**src/rtl/slv_pkg.sv**
```systemverilog
package slv_pkg;
  localparam int DW    = 8;
  localparam int AW    = 4;
  localparam int SW    = 3;
  localparam int RW    = 6;
  localparam int PKT_W = 2 + SW + RW + AW + 2 + DW;

  typedef enum logic [1:0] {
    OP_NONE = 2'b00,
    OP_WR   = 2'b01,
    OP_RQ   = 2'b10,
    OP_RT   = 2'b11
  } op_e;

  typedef struct packed {
    op_e           op;
    logic [SW-1:0] src;
    logic [RW-1:0] route;
    logic [AW-1:0] addr;
    logic [1:0]    pad;
    logic [DW-1:0] data;
  } pkt_t;

  // route offset from (my_r,my_c) toward master idx placed on even mesh nodes
  function automatic logic [RW-1:0] route_to(input int idx, input int my_r,
                                            input int my_c, input int mesh_w);
    int dy, dx;
    logic [1:0] ym, xm;
    dy = (2 * idx) / mesh_w - my_r;
    dx = (2 * idx) % mesh_w - my_c;
    ym = 2'((dy < 0) ? -dy : dy);
    xm = 2'((dx < 0) ? -dx : dx);
    return {(dy < 0), ym, (dx < 0), xm};
  endfunction
endpackage

```
**src/rtl/slv_rx_decode.sv**
```systemverilog
module slv_rx_decode
  import slv_pkg::*;
#(
  parameter int NUM_MST = 5,
  parameter int NUM_RO  = 4
) (
  input  logic [PKT_W-1:0] pkt_i,
  input  logic             vld_i,
  input  logic             rq_rdy_i,
  output logic             wr_en_o,
  output logic [SW-1:0]    wr_slot_o,
  output logic [DW-1:0]    wr_data_o,
  output logic             rq_en_o,
  output logic [SW-1:0]    rq_src_o,
  output logic [AW-1:0]    rq_addr_o
);
  localparam logic [SW-1:0] MST_LIM  = SW'(NUM_MST);
  localparam logic [AW-1:0] ADDR_MAX = AW'(NUM_RO);  // last valid: own slot

  pkt_t p;
  logic src_ok;

  always_comb begin
    p         = pkt_t'(pkt_i);
    src_ok    = p.src < MST_LIM;
    wr_en_o   = vld_i && p.op == OP_WR && src_ok;
    wr_slot_o = p.src;
    wr_data_o = p.data;
    rq_en_o   = vld_i && rq_rdy_i && p.op == OP_RQ && src_ok && p.addr <= ADDR_MAX;
    rq_src_o  = p.src;
    rq_addr_o = p.addr;
  end
endmodule

```
**src/rtl/slv_regfile.sv**
```systemverilog
module slv_regfile
  import slv_pkg::*;
#(
  parameter int            NUM_MST = 5,
  parameter int            NUM_RO  = 4,
  parameter logic [DW-1:0] RO_BASE = 8'hA0,
  parameter logic [DW-1:0] RO_STEP = 8'h11
) (
  input  logic          clk_i,
  input  logic          rst_ni,
  input  logic          wr_en_i,
  input  logic [SW-1:0] wr_slot_i,
  input  logic [DW-1:0] wr_data_i,
  input  logic [SW-1:0] rd_src_i,
  input  logic [AW-1:0] rd_addr_i,
  output logic [DW-1:0] rd_data_o
);
  logic [DW-1:0] slot_q [NUM_MST];
  logic [DW-1:0] ro     [NUM_RO];

  for (genvar k = 0; k < NUM_RO; k++) begin : g_ro
    assign ro[k] = RO_BASE + DW'(k) * RO_STEP;
  end

  for (genvar m = 0; m < NUM_MST; m++) begin : g_slot
    always_ff @(posedge clk_i or negedge rst_ni) begin
      if (!rst_ni)                                  slot_q[m] <= '0;
      else if (wr_en_i && wr_slot_i == SW'(m))      slot_q[m] <= wr_data_i;
    end
  end

  always_comb begin
    rd_data_o = '0;
    if (rd_addr_i == AW'(NUM_RO)) begin
      for (int m = 0; m < NUM_MST; m++)
        if (rd_src_i == SW'(m)) rd_data_o = slot_q[m];
    end else begin
      for (int k = 0; k < NUM_RO; k++)
        if (rd_addr_i == AW'(k)) rd_data_o = ro[k];
    end
  end
endmodule

```
**src/rtl/slv_tx.sv**
```systemverilog
module slv_tx
  import slv_pkg::*;
#(
  parameter int NUM_MST = 5,
  parameter int SLV_ID  = 0,
  parameter int MY_ROW  = 0,
  parameter int MY_COL  = 1,
  parameter int MESH_W  = 3
) (
  input  logic             clk_i,
  input  logic             rst_ni,
  input  logic             rq_en_i,
  input  logic [SW-1:0]    rq_src_i,
  input  logic [AW-1:0]    rq_addr_i,
  input  logic [DW-1:0]    rq_data_i,
  input  logic             busy_i,
  output logic             pend_o,
  output logic [PKT_W-1:0] pkt_o
);
  logic [RW-1:0] route_tab [NUM_MST];
  for (genvar m = 0; m < NUM_MST; m++) begin : g_rt
    assign route_tab[m] = route_to(m, MY_ROW, MY_COL, MESH_W);
  end

  logic [RW-1:0] route_sel;
  always_comb begin
    route_sel = '0;
    for (int m = 0; m < NUM_MST; m++)
      if (rq_src_i == SW'(m)) route_sel = route_tab[m];
  end

  logic pend_q;
  pkt_t out_q;

  always_ff @(posedge clk_i or negedge rst_ni) begin
    if (!rst_ni) begin
      pend_q <= 1'b0;
      out_q  <= '0;
    end else if (rq_en_i) begin
      pend_q      <= 1'b1;
      out_q.op    <= OP_RT;
      out_q.src   <= SW'(SLV_ID);
      out_q.route <= route_sel;
      out_q.addr  <= rq_addr_i;
      out_q.pad   <= '0;
      out_q.data  <= rq_data_i;
    end else if (pend_q && !busy_i) begin
      pend_q <= 1'b0;
    end
  end

  assign pend_o = pend_q;
  assign pkt_o  = out_q;
endmodule

```
**src/rtl/slv_mem_node.sv**
```systemverilog
module slv_mem_node
  import slv_pkg::*;
#(
  parameter int            NUM_MST = 5,
  parameter int            NUM_RO  = 4,
  parameter int            SLV_ID  = 0,
  parameter int            MY_ROW  = 0,
  parameter int            MY_COL  = 1,
  parameter int            MESH_W  = 3,
  parameter logic [DW-1:0] RO_BASE = 8'hA0,
  parameter logic [DW-1:0] RO_STEP = 8'h11
) (
  input  logic             clk_i,
  input  logic             rst_ni,
  input  logic [PKT_W-1:0] pkt_i,
  input  logic             pkt_vld_i,
  output logic             rx_rdy_o,
  input  logic             busy_i,
  output logic [PKT_W-1:0] pkt_o,
  output logic             pkt_vld_o
);
  logic          wr_en, rq_en, pend;
  logic [SW-1:0] wr_slot, rq_src;
  logic [DW-1:0] wr_data, rd_data;
  logic [AW-1:0] rq_addr;

  slv_rx_decode #(.NUM_MST(NUM_MST), .NUM_RO(NUM_RO)) u_dec (
    .pkt_i(pkt_i), .vld_i(pkt_vld_i), .rq_rdy_i(!pend),
    .wr_en_o(wr_en), .wr_slot_o(wr_slot), .wr_data_o(wr_data),
    .rq_en_o(rq_en), .rq_src_o(rq_src), .rq_addr_o(rq_addr)
  );

  slv_regfile #(.NUM_MST(NUM_MST), .NUM_RO(NUM_RO),
                .RO_BASE(RO_BASE), .RO_STEP(RO_STEP)) u_rf (
    .clk_i(clk_i), .rst_ni(rst_ni),
    .wr_en_i(wr_en), .wr_slot_i(wr_slot), .wr_data_i(wr_data),
    .rd_src_i(rq_src), .rd_addr_i(rq_addr), .rd_data_o(rd_data)
  );

  slv_tx #(.NUM_MST(NUM_MST), .SLV_ID(SLV_ID), .MY_ROW(MY_ROW),
           .MY_COL(MY_COL), .MESH_W(MESH_W)) u_tx (
    .clk_i(clk_i), .rst_ni(rst_ni),
    .rq_en_i(rq_en), .rq_src_i(rq_src), .rq_addr_i(rq_addr), .rq_data_i(rd_data),
    .busy_i(busy_i), .pend_o(pend), .pkt_o(pkt_o)
  );

  assign rx_rdy_o  = !pend;
  assign pkt_vld_o = pend;
endmodule

```
**config.mk**
```make
export PLATFORM = sky130hd
export DESIGN_NAME = slv_mem_node
export DESIGN_NICKNAME = d
export VERILOG_FILES = /design/src/rtl/slv_pkg.sv /design/src/rtl/slv_rx_decode.sv /design/src/rtl/slv_regfile.sv /design/src/rtl/slv_tx.sv /design/src/rtl/slv_mem_node.sv
export SDC_FILE = /design/constraint.sdc
export NUM_CORES = 1
export LEC_CHECK = 0
export CORE_MARGIN = 4
export CORE_UTILIZATION = 52
export CTS_CLUSTER_DIAMETER = 50
export DETAILED_ROUTE_END_ITERATION = 8
export GPL_TIMING_DRIVEN = 0
export HOLD_SLACK_MARGIN = 0.06
export PLACE_DENSITY = 0.8
export SLEW_MARGIN = 15
export SYNTH_ARGS = -nofsm -noshare
export SYNTH_HDL_FRONTEND = slang
export SYNTH_HIERARCHICAL = 1
export SYNTH_SLANG_ARGS = --single-unit
```
**constraint.sdc**
```tcl
create_clock -name clk_i -period 1.9 [get_ports clk_i]
set_clock_uncertainty 0.05 [all_clocks]
set_input_delay 0.475 -clock clk_i [delete_from_list [all_inputs] [get_ports clk_i]]
set_output_delay 0.475 -clock clk_i [all_outputs]
set_load 0.005 [all_outputs]
```
# Word-level counts from Yosys, hierarchy flattened
# Cells that the tools add are included.
[word_totals]
regBits = 60
output_inout_bits = 27
input_bits = 29
[op_classes]
muxes = 17
n_eq_ne = 10
magnitude_cmp = 2
reduce_logical = 17
[op_table]
columns = ["cell", "n"]
rows = [
  ["$mux 8", 10],
  ["$mux 6", 4],
  ["$logic_and 1x1->1", 12],
  ["$eq 4x2->1 const B", 2],
  ["$eq 3x2->1 const B", 2],
  ["$eq 4x1->1 const B", 1],
  ["$eq 4x3->1 const B", 1],
  ["$le 4x3->1 const B", 1],
  ["$logic_not 4->1", 1],
  ["$eq 3x1->1 const B", 1],
  ["$eq 3x3->1 const B", 1],
  ["$logic_not 3->1", 1],
  ["$lt 3x3->1 const B", 1],
  ["$mux 3", 1],
  ["$eq 2x1->1 const B", 1],
  ["$eq 2x2->1 const B", 1],
  ["$logic_not 1->1", 2],
  ["$mux 1", 2],
  ["$reduce_bool 2->1", 1],
]

# Depth between registers and ports, before layout
[logic_depth]
ltp_word = 7
ltp_mapped = 8
ltp_nobuf = 5

# Hierarchy
# The synthesis kept the hierarchy.
[by_module_without_submodules]
columns = ["module", "cells_each", "n_inst", "seq_area_each_um2", "area_each_um2"]
rows = [
  ["slv_regfile", 157, 1, 1001.0, 1980.6],
  ["slv_tx", 57, 1, 450.4, 789.5],
  ["slv_rx_decode", 23, 1, 0.0, 175.2],
  ["slv_mem_node", 1, 1, 0.0, 3.8],
]

# Worst setup path after synthesis
# OpenSTA, ideal clock, no wires.
[synth_path]
path_kind = "input to register"
from = "in pkt_i[20]"
to = "reg u_tx.out_q (netlist bit u_tx/pkt_o[1])"
path_slack_ns = 0.004
stages = 7
t_arrival_ns = 1.721
setup_time_ns = 0.125
path_cell_list = "buf_4 buf_2 mux2_2 a22o_1 o21ai_0 nand2_1 mux2_2"
[synth_via]
elab_chain_cells = 7
word_cells_on_any_way = 14
cone_classes = "order compare: 1; eq/ne: 4; mux: 6; reduce/logical: 3"
[synth_rtl]
columns = ["item", "line", "text"]
rows = [
  ["from (decl)", "slv_mem_node.sv:15", "input logic [PKT_W-1:0] pkt_i,"],
  ["$logic_not 3->1", "slv_regfile.sv:36", "if (rd_src_i == SW'(m)) rd_data_o = slot_q[m];"],
  ["$mux 8 (4 in series)", "slv_regfile.sv:36", ""],
  ["$mux 8 *", "slv_regfile.sv:36", ""],
  ["$mux 8 *", "slv_regfile.sv:34", "if (rd_addr_i == AW'(NUM_RO)) begin"],
  ["named net rd_data[1]", "slv_mem_node.sv:24", "logic [DW-1:0] wr_data, rd_data;"],
  ["to (decl)", "slv_tx.sv:33", "pkt_t out_q;"],
]
# Mark *: on every way through the listed nets, which the timed path passes. The rest lies on a longest branch.
# A chain may end at the register's enable or synchronous reset.

# Final worst setup path
[layout_path]
from = "in pkt_i[20]"
to = "reg u_rf/slot_q[25] (netlist bit)"
[layout_via]
elab_chain_cells = 3
word_cells_on_any_way = 4
cone_classes = "order compare: 1; eq/ne: 1; reduce/logical: 2"
[layout_rtl]
columns = ["item", "line", "text"]
rows = [
  ["$lt 3x3->1", "slv_rx_decode.sv:25", "src_ok = p.src < MST_LIM;"],
  ["$logic_and 1x1->1", "slv_rx_decode.sv:26", "wr_en_o = vld_i && p.op == OP_WR && src_ok;"],
  ["named net wr_en", "slv_mem_node.sv:22", "logic wr_en, rq_en, pend;"],
  ["$logic_and 1x1->1", "slv_regfile.sv:28", "else if (wr_en_i && wr_slot_i == SW'(m)) slot_q[m] <= wr_data_i;"],
  ["to (signal, indexed assignment)", "slv_regfile.sv:28", ""],
  ["to (decl)", "slv_regfile.sv:18", "logic [DW-1:0] slot_q [NUM_MST];"],
]
# The timed path passes the listed nets, and every way through them passes these cells.

==> metrics.md <==
| Metric | Value |
|---|---|
| Status | `finished, final reports clean` |
| Ys Warns | `6` |
| Highest clock rate | `528 MHz` |
| Detailed Route WL | `6770 µm` |
| DR DRC count | `0` |
| CTS tree | `yes` |
| Post-layout power | `3.44 mW` |
| # diodes | `0` |
| Overall global routing resource usage | `20.3%` |
| Distinct cells, synth | `38` |
| Setup ws final | `5.46 ps` |
| R2R cell count | `6` |
| Ys flop type | `dfrtp_1` |
| Vias post-DR | `2022` |
| Pwr dens | `909 mW/mm²` |
| Starting Density | `53.6%` |
| CP endpoint kind | `register` |
| Top delay family on crit path | `simple AND/OR/NAND/NOR gates` |
| Pin count of the biggest net entering global routing | `59` |
| Multi-input logic area | `0.00128 mm²` |
| Detailed-route wire length per cell | `18.2 µm` |
| Fillers | `406` |
| EDFF count, synth | `0` |
| Crit path to | `u_rf/slot_q[25]` |
| CTS buffer count | `9` |
| Startpoint Class | `input pin` |
| Share of layout cells above drive strength 1 | `46.0%` |
| Via density | `5.44` |
| Num rows | `27` |
| RePlAce Congestion | `0.768` |
| Die W | `83.3 µm` |
| Commonest non-fill, non-tap cell in the layout | `mux2_2` |
| Initial antenna violation count | `0` |
| Synth Cell Area | `0.00295 mm²` |
| Synth-to-Final Area Change | `28.2%` |
| Hold Violations, Final | `0` |
| Worst-path clk slew | `70 ps` |
| R2r setup slk | `140 ps` |
| Crit path cell chain | `dlygate4sd2_1 -> o21ai_2 -> and4b_2 -> and4bb_2 -> buf_6 -> mux2_2` |
| Worst vdd ir | `0.616 mV` |
| Post-DRT Antenna Nets | `0` |
| Starting DRT DRC Count | `114` |
| Reg area | `0.00145 mm²` |
| Worst path depth | `6` |
| Critical path fanouts, max | `8` |
| First-pass GRT wire length | `10900 µm` |
| DPL Wire Length | `4160 µm` |
| Final #Nets | `324` |
| Hold Path Class | `input pin to asynchronous set/reset pin` |
| Max Slew Vio Count | `0` |
| Drt pass-1 iters | `4` |
| Async SR Flop Fraction | `100%` |
| Syn Inst Count | `238` |
| Slowest stage delay, CP | `350 ps` |
| Die Y | `83.3 µm` |
| Number of global-route vias before repair | `2172` |
| H-Tree Depth | `3` |
| Worst path buffer plus inverter count | `2` |
| Total Neg Setup Slack | `0 ps` |
| FF+latch count, synth | `58` |
| Port Buffers | `32` |
| Final Setup Violations | `0` |
| Setup CP Type | `input pin to register` |
| Most frequent cells in the layout | `mux2_2 (64), dfrtp_1 (58), buf_4 (33)` |
| Minimum clock period | `1890 ps` |
| Max_cap viols | `0` |
| Worst slew margin | `51.2%` |
| Placeable Area | `0.00551 mm²` |
| CTS Buffer Depth | `2` |
| Seq/Total Area, Yosys | `49.2%` |
| CP arrival | `2050 ps` |
| Clock sinks | `58` |
| Worst-Skew Late Latency | `330 ps` |
| Critical R2R Launch | `u_tx/pend_o` |
| Crit. Startpoint | `pkt_i[20]` |
| Ports | `56` |
| P_leak | `1.76 nW` |
| Final period utilization | `99.7%` |
| Worst path required time | `2060 ps` |
| Syn Area/Cell | `12.4 µm²` |
| Slew @ Worst Pin | `732 ps` |
| Critical path's slowest cell | `mux2_2` |
| CTS Hold Bufs | `0` |
| Root Buffer | `clkbuf_8` |
| Die footprint | `0.00694 mm²` |
| Grt ovf | `0` |
| R2R Path End | `u_tx/pkt_o[14]` |
| Post-placement setup slack | `-926 ps` |
## worst register-to-register path, stage by stage, from the launching register on
cell and delay, ps:
dfrtp_1 410, inv_2 70, nor4bb_4 260, and4_1 250, buf_6 130, buf_8 130, mux2_2 340
## layer usage
metal | global-route usage (%) | routed length, µm | share of wire, % | vias to the layer above
met2 | 33.1 | 3560 | 52 | 57
met5 | 0 | 0 | 0 | -
li1 | - | - | - | 932
met3 | 5.85 | 324 | 4.8 | 12
met4 | 9.66 | 126 | 1.9 | 0
met1 | 24.7 | 2770 | 41 | 1021
## final cells by class
| type | count | share of cell area, % |
|---|---|---|
| Buffer | 32 | 7.15 |
| Clock buffer | 11 | 3.74 |
| Clock inverter | 5 | 2.05 |
| Inverter | 9 | 0.894 |
| Multi-Input combinational cell | 142 | 34.0 |
| Sequential cell | 58 | 38.4 |
| Tap cell | 72 | 2.38 |
| Timing Repair Buffer | 43 | 11.4 |
## cells in the mapped netlist, types with 3 or more instances
cell       n  area, µm²
buf_2      4       20.0
buf_4     26        195
buf_6      3       33.8
dfrtp_1   58       1450
inv_1      9       33.8
mux2_2    64        721
nand2_1   13       48.8
nand2b_1   4       25.0
nor2_1     3       11.3
o21ai_0   16       80.1
o311a_1    5       50.1
## worst min-delay path by stage
| stage | slack (ps) | from | cells after the start | to |
|---|---|---|---|---|
| global route | 200 | rst_ni | 1 | u_tx/pkt_o[0] |
| CTS | 170 | rst_ni | 1 | u_tx/pkt_o[0] |
| floorplan | 130 | rst_ni | 0 | u_rf/slot_q[0] |
| detailed placement | 440 | u_rf/slot_q[13] | 1 | u_rf/slot_q[13] |
| finish | 150 | rst_ni | 1 | u_rf/slot_q[0] |
| global placement | 430 | u_tx/pkt_o[23] | 1 | u_tx/pkt_o[23] |
## report_power, final
group / switching (mW) / total [mW] / internal [mW]
combinational: 0.239 / 0.646 / 0.407
clock: 0.483 / 1.25 / 0.770
sequential: 0.101 / 1.54 / 1.44
total: 0.823 / 3.44 / 2.61
## sequential cells by signal (all words and copies together), names as in the netlist
register,cells
u_rf/slot_q,40
u_tx/pend_o,1
u_tx/pkt_o,17
## stage by stage
step           cells  area [µm²]  util (%)  hold slack, ps
6_report         372        3780      68.6             151
5_1_grt          372        3780      68.6             197
4_1_cts          371        3730      67.8             169
3_5_place_dp     348        3380      61.4             440
3_3_place_gp     348        3380      61.4             430
2_1_floorplan    244        2970         -             129
## cells by family (layout without fill, tap and decap cells)
| kind of cell | after synthesis | after routing | share of synthesized area, % |
|---|---|---|---|
| AO/OA/AOI/OAI | 34 | 34 | 7.72 |
| buffers and inverters | 44 | 100 | 9.84 |
| flip-flops | 58 | 58 | 49.2 |
| multiplexers | 65 | 65 | 24.8 |
| other | 1 | 7 | 0.127 |
| AND/OR/NAND/NOR | 36 | 36 | 8.32 |
## timing repair
action,4_1_cts,5_1_grt
pin swaps,4,6
setup endpoints to repair,52,41
gates cloned,0,0
setup buffers,10,1
gates resized for setup,19,11
Power figures use the tool's default switching activity.
